--- config.mk ---
export PLATFORM = sky130hd
export DESIGN_NAME = ipc_sync_doorbell
export DESIGN_NICKNAME = d
export VERILOG_FILES = /design/src/rtl/ipc_sync_pkg.sv /design/src/rtl/sync_side_regs.sv /design/src/rtl/sync_irq_gate.sv /design/src/rtl/sync_read_port.sv /design/src/rtl/ipc_sync_doorbell.sv
export SDC_FILE = /design/constraint.sdc
export NUM_CORES = 1
export LEC_CHECK = 0
export CELL_PAD_IN_SITES_DETAIL_PLACEMENT = 1
export CELL_PAD_IN_SITES_GLOBAL_PLACEMENT = 1
export CORE_MARGIN = 3
export CORE_UTILIZATION = 22
export DETAILED_ROUTE_END_ITERATION = 8
export GPL_TIMING_DRIVEN = 0
export PLACE_DENSITY = 0.85
export SYNTH_ARGS = -nofsm -noshare
export SYNTH_HDL_FRONTEND = slang
export SYNTH_SLANG_ARGS = --single-unit
--- constraint.sdc ---
create_clock -name clk -period 1.2 [get_ports clk]
set_clock_uncertainty 0.2 [all_clocks]
set_input_delay 0.24 -clock clk [delete_from_list [all_inputs] [get_ports clk]]
set_output_delay 0.24 -clock clk [all_outputs]
set_load 0.02 [all_outputs]
--- src/rtl/ipc_sync_pkg.sv ---
package ipc_sync_pkg;
  localparam int WORD_W   = 32;
  localparam int LANE_W   = 8;
  localparam int LANES    = WORD_W / LANE_W;
  localparam int SIDES    = 2;
  localparam int RX_LO    = 0;
  localparam int TX_LO    = 8;
  localparam int EN_BIT   = 31;
  localparam int RING_S0  = 30;
  localparam int RING_S1  = 29;
  localparam int TX_LANE  = TX_LO / LANE_W;
  localparam int EN_LANE  = EN_BIT / LANE_W;

  typedef struct packed {
    logic              en;
    logic [LANE_W-1:0] tx;
  } side_state_t;

  function automatic int ring_bit_for(input int target);
    return (target == 0) ? RING_S0 : RING_S1;
  endfunction
endpackage

--- src/rtl/sync_side_regs.sv ---
module sync_side_regs
  import ipc_sync_pkg::*;
#(
  parameter int ADDR_W   = 4,
  parameter int REG_ADDR = 0,
  parameter int SIDE     = 0
) (
  input  logic              clk,
  input  logic              rst,
  input  logic [ADDR_W-1:0] addr,
  input  logic              wr,
  input  logic [WORD_W-1:0] wdata,
  input  logic [LANES-1:0]  be,
  output side_state_t       state,
  output logic              ring_peer
);
  localparam int PEER     = 1 - SIDE;
  localparam int OUT_BIT  = ring_bit_for(PEER);
  localparam int SELF_BIT = ring_bit_for(SIDE);

  logic wr_hit;
  logic unused_bits;

  assign wr_hit      = wr && (addr == ADDR_W'(REG_ADDR));
  assign ring_peer   = wr_hit && be[EN_LANE] && wdata[OUT_BIT];
  assign unused_bits = ^{wdata[RX_LO +: LANE_W], wdata[28:16], wdata[SELF_BIT],
                         be[0], be[2]};

  always_ff @(posedge clk) begin
    if (rst) begin
      state <= '0;
    end else if (wr_hit) begin
      if (be[TX_LANE]) state.tx <= wdata[TX_LO +: LANE_W];
      if (be[EN_LANE]) state.en <= wdata[EN_BIT];
    end
  end
endmodule

--- src/rtl/sync_irq_gate.sv ---
module sync_irq_gate (
  input  logic clk,
  input  logic rst,
  input  logic ring,
  input  logic en,
  output logic irq
);
  always_ff @(posedge clk) begin
    if (rst) irq <= 1'b0;
    else     irq <= ring && en;
  end
endmodule

--- src/rtl/sync_read_port.sv ---
module sync_read_port
  import ipc_sync_pkg::*;
#(
  parameter int ADDR_W   = 4,
  parameter int REG_ADDR = 0
) (
  input  logic              clk,
  input  logic              rst,
  input  logic [ADDR_W-1:0] addr,
  input  side_state_t       own,
  input  logic [LANE_W-1:0] peer_tx,
  output logic [WORD_W-1:0] rdata
);
  logic [WORD_W-1:0] word;

  always_comb begin
    word                     = '0;
    word[EN_BIT]             = own.en;
    word[TX_LO +: LANE_W]    = own.tx;
    word[RX_LO +: LANE_W]    = peer_tx;
  end

  always_ff @(posedge clk) begin
    if (rst)                              rdata <= '0;
    else if (addr == ADDR_W'(REG_ADDR))   rdata <= word;
    else                                  rdata <= '0;
  end
endmodule

--- src/rtl/ipc_sync_doorbell.sv ---
module ipc_sync_doorbell
  import ipc_sync_pkg::*;
#(
  parameter int ADDR_W   = 4,
  parameter int REG_ADDR = 0
) (
  input  logic              clk,
  input  logic              rst,
  input  logic [ADDR_W-1:0] s0_addr,
  input  logic              s0_wr,
  input  logic [31:0]       s0_wdata,
  input  logic [3:0]        s0_be,
  output logic [31:0]       s0_rdata,
  output logic              s0_irq,
  input  logic [ADDR_W-1:0] s1_addr,
  input  logic              s1_wr,
  input  logic [31:0]       s1_wdata,
  input  logic [3:0]        s1_be,
  output logic [31:0]       s1_rdata,
  output logic              s1_irq
);
  logic [ADDR_W-1:0] p_addr  [SIDES];
  logic              p_wr    [SIDES];
  logic [WORD_W-1:0] p_wdata [SIDES];
  logic [LANES-1:0]  p_be    [SIDES];
  logic [WORD_W-1:0] p_rdata [SIDES];
  side_state_t       st      [SIDES];
  logic [SIDES-1:0]  ring;
  logic [SIDES-1:0]  irq_vec;
  logic [SIDES-1:0]  en_vec;

  assign p_addr[0]  = s0_addr;
  assign p_addr[1]  = s1_addr;
  assign p_wr[0]    = s0_wr;
  assign p_wr[1]    = s1_wr;
  assign p_wdata[0] = s0_wdata;
  assign p_wdata[1] = s1_wdata;
  assign p_be[0]    = s0_be;
  assign p_be[1]    = s1_be;
  assign s0_rdata   = p_rdata[0];
  assign s1_rdata   = p_rdata[1];
  assign s0_irq     = irq_vec[0];
  assign s1_irq     = irq_vec[1];

  for (genvar g = 0; g < SIDES; g++) begin : g_side
    localparam int PEER = 1 - g;

    assign en_vec[g] = st[g].en;

    sync_side_regs #(.ADDR_W(ADDR_W), .REG_ADDR(REG_ADDR), .SIDE(g)) u_regs (
      .clk(clk), .rst(rst), .addr(p_addr[g]), .wr(p_wr[g]),
      .wdata(p_wdata[g]), .be(p_be[g]), .state(st[g]), .ring_peer(ring[g])
    );

    sync_irq_gate u_gate (
      .clk(clk), .rst(rst), .ring(ring[PEER]), .en(st[g].en), .irq(irq_vec[g])
    );

    sync_read_port #(.ADDR_W(ADDR_W), .REG_ADDR(REG_ADDR)) u_rd (
      .clk(clk), .rst(rst), .addr(p_addr[g]), .own(st[g]),
      .peer_tx(st[PEER].tx), .rdata(p_rdata[g])
    );
  end
endmodule

After elaboration in Yosys (flattened, before gate mapping)
Index checks and enable logic that the tools add are counted.
Storage, ports and cells
  output and inout bits: 66
  input bits: 84
  flip-flop bits (word level): 84
Cells by class
  reductions and logical operators: 16
  bitwise gates (word level): 2
Operators by type and width (count)
  logical AND 1 bit: 8
  zero test 4 bit: 2
  AND reduction 2 bit: 4
  OR reduction 2 bit: 2
  inverter 1 bit: 2

Depth between registers and ports, before layout
Gate-level depths: netlist (run 1).
  depth in word-level cells: 5
  mapped depth: 4
  mapped depth without buffers: 3

By module
A second synthesis (run 1) with hierarchy kept.
Unflattened totals
  cells, all modules: 202
  area total of the unflattened synthesis: 2324.7 µm²
Modules (own cells, without submodules)
  sync_read_port: sequential area each 340.3 µm², cells an instance 56, times used 2, area each 696.9 µm²
  sync_side_regs: sequential area each 180.2 µm², cells an instance 43, times used 2, area each 436.7 µm²
  sync_irq_gate: sequential area each 20.0 µm², cells an instance 2, times used 2, area each 28.8 µm²

Least setup slack after synthesis (run 1)
No wires, ideal clock.
  kind: input-to-reg
  start point: in s0_addr[1]
  end point: reg g_side[0].u_regs.state[0] in the netlist's numbering
  setup time: 0.072 ns
  required time: 0.928 ns
  setup slack: -0.087 ns
  arrival: 1.015 ns
  stages on the path: 4
  cell sequence: nor4_2 -> and3_1 -> buf_6 -> mux2i_1
On the way
  cells in the longest elaborated chain, start to end: 3
RTL lines
  start: declaration: line ipc_sync_doorbell.sv:9  | input logic [ADDR_W-1:0] s0_addr,
  zero test 4 bit: line sync_side_regs.sv:24  | assign wr_hit = wr && (addr == ADDR_W'(REG_ADDR));
  logical AND 1 bit: line sync_side_regs.sv:24
  AND reduction 2 bit (no line)
  end: declaration: line sync_side_regs.sv:14  | output side_state_t state,
No other way between the ends.
A chain may end at the register's enable or synchronous reset.

Worst setup path after layout (run 1)
  start point: in s1_addr[3]
  end point: reg g_side[1].u_regs.state[3] in the netlist's numbering
On the way
  cells in the longest elaborated chain, start to end: 3
RTL lines
  start: declaration: line ipc_sync_doorbell.sv:15  | input logic [ADDR_W-1:0] s1_addr,
  zero test 4 bit: line sync_side_regs.sv:24
  logical AND 1 bit: line sync_side_regs.sv:24
  AND reduction 2 bit (no line)
  end: declaration: line sync_side_regs.sv:14
No other way between the ends.

==> impl_metrics.yaml, run 1 <==
cells_and_area:
  final_core_util: 0.3675
  syn_to_final_growth_pct: 58.17
  final_common_cell: "buf_6"
  fin_cells: 409
  n_antenna_cell: 0
  layout_common_cells: "43 x buf_6, 36 x nand2b_1, 36 x dfxtp_2"
  nNetsFinal: 384
  drive_gt1_frac: 0.4485
timing:
  hold_viol: 0
  min_period_over_period: 1.028
  drv_slew: 0
  fin_setup_tns_ns: -0.2012
  post-route-worst-setup-slack_ns: -0.03363
  rsz0062_at_grt: "yes"
  fmax_ghz: 0.8106
  min_period_ns: 1.234
  setup_viol: 11
yosys:
  ys_seq_area_frac: 0.5208
  ys_seq_elements: 54
  syn_area_um2: 2076
  avgSynthCellArea_um2: 10.87
  yosysWarnings: 0
  synthCells: 191
  synthDistinctLibCells: 12
floorplanning:
  die_h_um: 103.1
  start_util: 0.2324
  rows: 34
  io_pins: 150
  dieArea_um2: 10640
  coreArea_um2: 8934
  dieWidth_um: 103.1
place:
  portBuffers: 71
  dp.cells: 399
  gp_congestion: 0.6715
  dp_hpwl_um: 4127
route:
  wl_per_cell_um: 13.39
  drtAntennaViolNets: 0
  drt_iter0_markers: 37
  remaining_drc_errors: 0
  dr.pass1.iters: 4
  viasPerCell: 3.770
  vias: 1542
  wirelength_um: 5476
clock_network:
  cts_root_buf: "clkbuf_8"
  clockBufferDepth: 2
  clock_latency_ns: 0.30
  cts_tree: "done"
  hold_buffers: 0
  cts.reportedPaths.clkPinSlew_ns: 0.09
  cts_buffers: 5
  clock_sinks: 54
  htree_num_levels: 2
flow_run:
  maxCapViolations: 0
power:
  leakage_nw: 1.458
  powerDensity_nw_per_um2: 970.0
  ir_worst_vdd_mv: 0.3999
setup_path:
  crit_arrival_ns: 1.27
  cp_data_required_time_ns: 1.23
  worst_setup_path_start_kind: "input port"
  cp-end-kind: "flip-flop"
  worst-setup-path-type: "input port to flip-flop"
  path_max_fanout: 8
global_route:
  grt_max_degree: 18
  overflow: 0
  grt_pass1_wl_um: 8273
  grtUsageTotal: 0.1049
  grt_antenna_before_repair: 0
  grt_pass1_vias: 1756
outcome:
  violations: "setup timing"
  outcome: "finished with violations"
hold_path:
  hold_class: "input port to flip-flop"
[final cells by class]
cell class / count / area (µm²)
Buffer: 36 / 294.0
Multi-Input combinational cell: 128 / 852.1
Clock buffer: 5 / 68.82
Fill cell: 997 / 5650
Timing Repair Buffer: 75 / 785.8
Tap cell: 108 / 135.1
Clock inverter: 3 / 21.27
Sequential cell: 54 / 1126
[Yosys cell counts]
library cell,count,area (µm²)
and4b_1,2,20.02
clkbuf_1,4,15.01
and2_1,34,212.7
nand2b_1,36,225.2
buf_4,30,225.2
buf_6,4,45.04
mux2i_1,18,180.2
and3_1,4,25.02
and2b_2,2,17.52
conb_1,1,3.750
dfxtp_1,54,1081
nor4_2,2,25.02
[power by group]
| part | internal (mW) | switching [mW] |
|---|---|---|
| registers | 1.79 | 0.00303 |
| clock network | 0.411 | 0.594 |
| logic | 0.213 | 0.169 |
[logic make-up after synthesis]
group                  count (synthesis)  share of synthesized area
and+or+nand+nor                       80                     0.2532
DFF                                   54                     0.5208
buffers and inverters                 38                     0.1374
muxes                                 18                    0.08680
other                                  1                   0.001807
[critical path: stages]
cell     delay [ns]
buf_6          0.10
nor4_4         0.36
and3_4         0.37
mux2i_1        0.20
[routing by layer]
| layer | part of all wire | up-vias | track usage | wire length [µm] |
|---|---|---|---|---|
| li1 | - | 753 | - | - |
| met2 | 0.53 | 74 | 0.1954 | 2889 |
| met5 | 0 | - | 0 | 0 |
| met3 | 0.072 | 7 | 0.03045 | 395 |
| met4 | 0.015 | 0 | 0.03586 | 84 |
| met1 | 0.38 | 708 | 0.1122 | 2107 |
[timing repair]
item | 4_1_cts | 5_1_grt
resized for setup | 296 | 9
buffers inserted | 2 | 2
pin swaps | 4 | 5
endpoints found under the setup margin | 90 | 62
endpoints found under the hold margin | 0 | 0
[flip-flops by register name, summed over array words and instances (netlist names)]
signal               cells
g_side.u_gate.irq        2
g_side.u_rd.rdata       34
g_side.u_regs.state     18
[metrics by stage]
step                      power [mW]  hold WS, ns  instance area (µm²)  setup slack [ns]
after CTS                      3.241       0.2062                 3269          -0.02825
after global placement         2.204       0.2601                 3048           -0.9155
after floorplan                2.058       0.1953                 2202          -0.06183
after global routing           3.356       0.1790                 3283          -0.06169
after detailed placement       2.209       0.2682                 3048           -0.9549
final                          3.185       0.1666                 3283          -0.03363
[final timing paths]
kind                             start                        end  slack (ns)  cells past startpoint
max reg2reg  g_side[0].u_regs.state[8]       g_side[0].u_gate.irq        0.38                      1
max                         s1_addr[3]  g_side[1].u_regs.state[3]       -0.03                      4
min                              s0_wr  g_side[0].u_regs.state[8]        0.17                      3
min reg2reg  g_side[1].u_regs.state[4]  g_side[1].u_regs.state[4]        0.28                      2
Power figures use the tool's default switching activity.
==> run 2: changes to the inputs <==
--- a/config.mk
+++ b/config.mk
@@ -5,13 +5,14 @@
 export SDC_FILE = /design/constraint.sdc
 export NUM_CORES = 1
 export LEC_CHECK = 0
+export CAP_MARGIN = 30
 export CELL_PAD_IN_SITES_DETAIL_PLACEMENT = 1
 export CELL_PAD_IN_SITES_GLOBAL_PLACEMENT = 1
 export CORE_MARGIN = 3
-export CORE_UTILIZATION = 22
+export CORE_UTILIZATION = 24
 export DETAILED_ROUTE_END_ITERATION = 8
 export GPL_TIMING_DRIVEN = 0
-export PLACE_DENSITY = 0.85
+export PLACE_DENSITY = 0.88
 export SYNTH_ARGS = -nofsm -noshare
 export SYNTH_HDL_FRONTEND = slang
 export SYNTH_SLANG_ARGS = --single-unit
==> constraint.sdc (replaced) <==
create_clock -name clk -period 1.4 [get_ports clk]
set_clock_uncertainty 0.2 [all_clocks]
set_input_delay 0.28 -clock clk [delete_from_list [all_inputs] [get_ports clk]]
set_output_delay 0.28 -clock clk [all_outputs]
set_load 0.02 [all_outputs]
==> run 2 against run 1 <==
Die area down 7.9%. Final cell count up 0.73%. Clock-buffer cell count up 1. Combinational power down 15%. Critical path depth down 3. Via count up 1.8%. Core utilization up 0.46 points. Total power down 12%. Cell area down 5.9%. The flow now finishes without violations. Global-route usage up 0.76 points.
==> impl_metrics.yaml, run 2 (synthesized netlist as in run 1, its figures left out) <==
outcome:
  outcome: "complete, no violations"
cells_and_area:
  largest_reg_flops: 34
  final_common_cell: "dfxtp_1"
  largest_register: "g_side.u_rd.rdata"
  reg_top3: "g_side.u_rd.rdata: 34 flops, g_side.u_regs.state: 18 flops, g_side.u_gate.irq: 2 flops"
  final_core_util: 0.3721
  fillCellCount: 962
  nNetsFinal: 389
  register_area_um2: 1081
  layout_common_cells: "54 x dfxtp_1, 36 x nand2b_1, 33 x buf_4"
  multi_input_area_um2: 845.8
  syn_to_final_growth_pct: 48.76
  drive_gt1_frac: 0.3235
power:
  powerDensity_nw_per_um2: 904.5
  leakage_nw: 1.440
  ir_worst_vdd_mv: 0.3684
  total_power_mw: 2.793
setup_path:
  worstPathCellList: "clkdlybuf4s15_2"
  path_max_fanout: 1
  crit-reg2reg-launch: "g_side[1].u_regs.state[8]"
  reg2reg_depth: 1
  cp-end-kind: "output pin"
  ff2ff_setup_slack_ns: 0.56
  endpoint: "s0_rdata[1]"
  worst-path-stages: 1
  worst-setup-path-type: "flip-flop to output pin"
  worst_setup_path_start_kind: "flip-flop"
  max_stage_delay_ns: 0.32
  r2r_end: "g_side[1].u_gate.irq"
  critical_path.startpoint: "g_side[0].u_rd.rdata[1]"
  critPathSlowestCell: "dfxtp_1"
  crit_arrival_ns: 0.87
  cp_data_required_time_ns: 0.92
  critPathTopFamily: "flip-flops"
  critical_path_buf_inv_count: 1
route:
  drtAntennaViolNets: 0
  viasPerCell: 3.811
  vias: 1570
  remaining_drc_errors: 0
  dr.pass1.iters: 4
  drt_iter0_markers: 40
  wirelength_um: 5329
  wl_per_cell_um: 12.93
timing:
  hold_viol: 0
  setup_viol: 0
  drv_slew: 0
  fmax_ghz: 0.7431
  min_period_over_period: 0.9612
  fin_setup_tns_ns: 0
  min_period_ns: 1.346
  hold_slack_ns: 0.2859
  rsz0062_at_grt: "no"
clock_network:
  clock_latency_ns: 0.30
  clockBufferDepth: 2
  cts_tree: "done"
  cts.reportedPaths.clkPinSlew_ns: 0.10
  cts_buffers: 5
  clock_sinks: 54
  hold_buffers: 0
  cts_root_buf: "clkbuf_8"
  htree_num_levels: 2
floorplanning:
  start_util: 0.2501
  dieArea_um2: 9801
  io_pins: 150
  dieWidth_um: 99
  die_h_um: 99
  coreArea_um2: 8299
  rows: 33
global_route:
  grt_pass1_vias: 1697
  grt_pass1_wl_um: 8514
  grtUsageTotal: 0.1124
  grt_antenna_before_repair: 1
  overflow: 0
  grt_max_degree: 18
place:
  dp_hpwl_um: 4012
  portBuffers: 71
  gp_congestion: 0.6933
hold_path:
  hold_class: "flip-flop to flip-flop"
flow_run:
  maxCapViolations: 0
run 2: repair_timing:
action,4_1_cts,5_1_grt
cloned,2,0
resized for setup,136,42
buffers inserted,5,0
pin swaps,2,2
setup endpoints to repair,90,78
run 2: worst min-delay path by stage:
stage | from | end | slack, ns | depth (start not counted)
after floorplan | s1_wdata[10] | g_side[1].u_regs.state[2] | 0.24 | 2
after global placement | g_side[1].u_regs.state[2] | g_side[0].u_rd.rdata[2] | 0.26 | 1
after detailed placement | g_side[0].u_regs.state[6] | g_side[0].u_rd.rdata[14] | 0.27 | 1
after CTS | g_side[0].u_regs.state[6] | g_side[0].u_rd.rdata[14] | 0.29 | 1
after global routing | g_side[0].u_regs.state[6] | g_side[1].u_rd.rdata[6] | 0.31 | 1
final | g_side[1].u_regs.state[5] | g_side[1].u_rd.rdata[13] | 0.29 | 1
run 2: stage by stage:
stage	instance area [µm²]	setup WS (ns)	instances
finish	3088	0.05436	412
global placement	3027	-0.8183	396
CTS	3263	0.001037	411
floorplan	2185	0.07343	220
detailed placement	3027	-0.8407	396
global route	3088	0.0001029	412
run 2: cell type report:
cell class | count | area share
flip-flops and latches | 54 | 0.3501
clock inverters | 2 | 0.005267
plain buffers | 38 | 0.1025
clock buffers | 6 | 0.02674
repair buffers | 78 | 0.1981
well taps | 105 | 0.04254
multi-input cells | 128 | 0.2739
diodes | 1 | 0.0008104
run 2: power breakdown:
group          internal, mW  leakage, nW  switching (mW)
registers              1.54        0.435         0.00250
logic                 0.181        0.957           0.144
clock network         0.408       0.0478           0.518
run 2: per-layer routing:
metal	global-route usage	wire, µm	vias up
met5	0	0	-
met2	0.1947	2675	77
met4	0.03046	68	0
met3	0.04034	510	7
met1	0.1308	2075	719
li1	-	-	767
==> run 3: changes to the inputs <==
==> constraint.sdc (replaced) <==
create_clock -name clk -period 1.4 [get_ports clk]
set_clock_uncertainty 0.2 [all_clocks]
set_input_delay 0.28 -clock clk [delete_from_list [all_inputs] [get_ports clk]]
set_output_delay 0.28 -clock clk [all_outputs]
set_load 0.1 [all_outputs]
==> run 3 against run 2 <==
Worst hold slack barely moved. Critical path depth is the same. Final cell count decreased by 0.24%. First-iteration DRC count down 2.5%. Sequential power about the same. Clock power is 1% higher. Highest routed layer unchanged. Register-to-register slack about the same. Non-clock buffer count is 1 lower. Via count up 0.45%.
==> impl_metrics.yaml, run 3 (synthesized netlist as in run 1, its figures left out) <==
hold_path:
  hold_class: "flip-flop to flip-flop"
setup_path:
  critical_path_buf_inv_count: 1
  worstPathCellList: "buf_8"
  max_stage_delay_ns: 0.37
  ff2ff_setup_slack_ns: 0.55
  worst-setup-path-type: "flip-flop to output pin"
  cp-end-kind: "output pin"
  path_max_fanout: 1
  worst_setup_path_start_kind: "flip-flop"
  crit_arrival_ns: 0.88
  cp_data_required_time_ns: 0.92
  critPathSlowestCell: "dfxtp_1"
  critPathTopFamily: "flip-flops"
clock_network:
  clockBufferDepth: 2
  clock_sinks: 54
  htree_num_levels: 2
  cts_root_buf: "clkbuf_8"
  hold_buffers: 0
  cts_buffers: 5
  cts.reportedPaths.clkPinSlew_ns: 0.10
  clock_latency_ns: 0.30
  cts_tree: "done"
route:
  viasPerCell: 3.837
  wl_per_cell_um: 13.10
  drtAntennaViolNets: 0
  vias: 1577
  drt_iter0_markers: 39
  wirelength_um: 5383
  dr.pass1.iters: 2
  remaining_drc_errors: 0
cells_and_area:
  largest_reg_flops: 34
  layout_common_cells: "53 x dfxtp_1, 36 x nand2b_1, 34 x buf_4"
  largest_register: "g_side.u_rd.rdata"
  drive_gt1_frac: 0.3344
  nNetsFinal: 388
  reg_top3: "g_side.u_rd.rdata: 34 flops, g_side.u_regs.state: 18 flops, g_side.u_gate.irq: 2 flops"
  syn_to_final_growth_pct: 63.77
  final_common_cell: "dfxtp_1"
timing:
  fmax_ghz: 0.7343
  setup_viol: 0
  hold_viol: 0
  min_period_over_period: 0.9727
  post-route-worst-setup-slack_ns: 0.03823
  drv_slew: 0
  min_period_ns: 1.362
  hold_slack_ns: 0.2859
floorplanning:
  dieWidth_um: 99
  start_util: 0.2501
  rows: 33
  coreArea_um2: 8299
  io_pins: 150
  die_h_um: 99
  dieArea_um2: 9801
power:
  ir_worst_vdd_mv: 0.3974
  powerDensity_nw_per_um2: 908.2
  leakage_nw: 1.483
global_route:
  overflow: 0
  grt_pass1_wl_um: 8493
  grtUsageTotal: 0.1123
  grt_pass1_vias: 1691
  grt_antenna_before_repair: 1
  grt_max_degree: 18
place:
  dp_slack_ns: -0.8407
  gp_congestion: 0.6933
  portBuffers: 71
  dp_hpwl_um: 4012
outcome:
  outcome: "complete, no violations"
flow_run:
  maxCapViolations: 0
[run 3: per-layer routing]
layer  share of wire  wire (µm)  GRT usage  vias to the layer above
met4           0.012         66    0.03046                        0
met2            0.51       2734     0.1937                       77
met3           0.090        482    0.04034                        7
li1                -          -          -                      766
met5               0          0          0                        -
met1            0.39       2100     0.1313                      727
[run 3: timing repair]
item | in CTS | in global routing
gates resized for setup | 264 | 57
gates cloned | 2 | 0
endpoints found under the setup margin | 90 | 81
setup buffers | 5 | 0
pin swaps | 3 | 3
[run 3: per-stage QoR]
| stage | area (µm²) | TNS (ns) | power (mW) | utilization | std cells |
|---|---|---|---|---|---|
| after CTS | 3222 | 0 | 3.117 | 0.3882 | 411 |
| after global placement | 3027 | -50.42 | 2.165 | 0.3647 | 396 |
| final | 3400 | 0 | 3.087 | 0.4096 | 411 |
| after detailed placement | 3027 | -52.72 | 2.169 | 0.3647 | 396 |
| after floorplan | 2185 | 0 | 2.044 | - | 220 |
| after global routing | 3400 | -0.01493 | 3.233 | 0.4096 | 411 |
[run 3: worst paths after layout]
kind,cells after the start,to,from
max,1,s0_rdata[15],g_side[0].u_rd.rdata[15]
max reg2reg,2,g_side[0].u_regs.state[4],g_side[0].u_regs.state[4]
min,1,g_side[1].u_rd.rdata[13],g_side[1].u_regs.state[5]
min reg2reg,1,g_side[1].u_rd.rdata[13],g_side[1].u_regs.state[5]
[run 3: power by group]
| group | internal, mW | total (mW) | switching, mW | leakage (nW) |
|---|---|---|---|---|
| logic | 0.182 | 0.607 | 0.426 | 1.00 |
| registers | 1.54 | 1.54 | 0.00266 | 0.435 |
| clock network | 0.409 | 0.938 | 0.530 | 0.0478 |
| total | 2.13 | 3.09 | 0.958 | 1.48 |
[run 3: layout make-up]
type,instances,area (µm²)
diodes,1,2.502
plain buffers,37,299.0
clock buffers,6,82.58
clock inverters,2,16.27
fillers,902,4900
multi-input cells,128,858.3
flip-flops and latches,54,1082
well taps,105,131.4
repair buffers,78,927.1
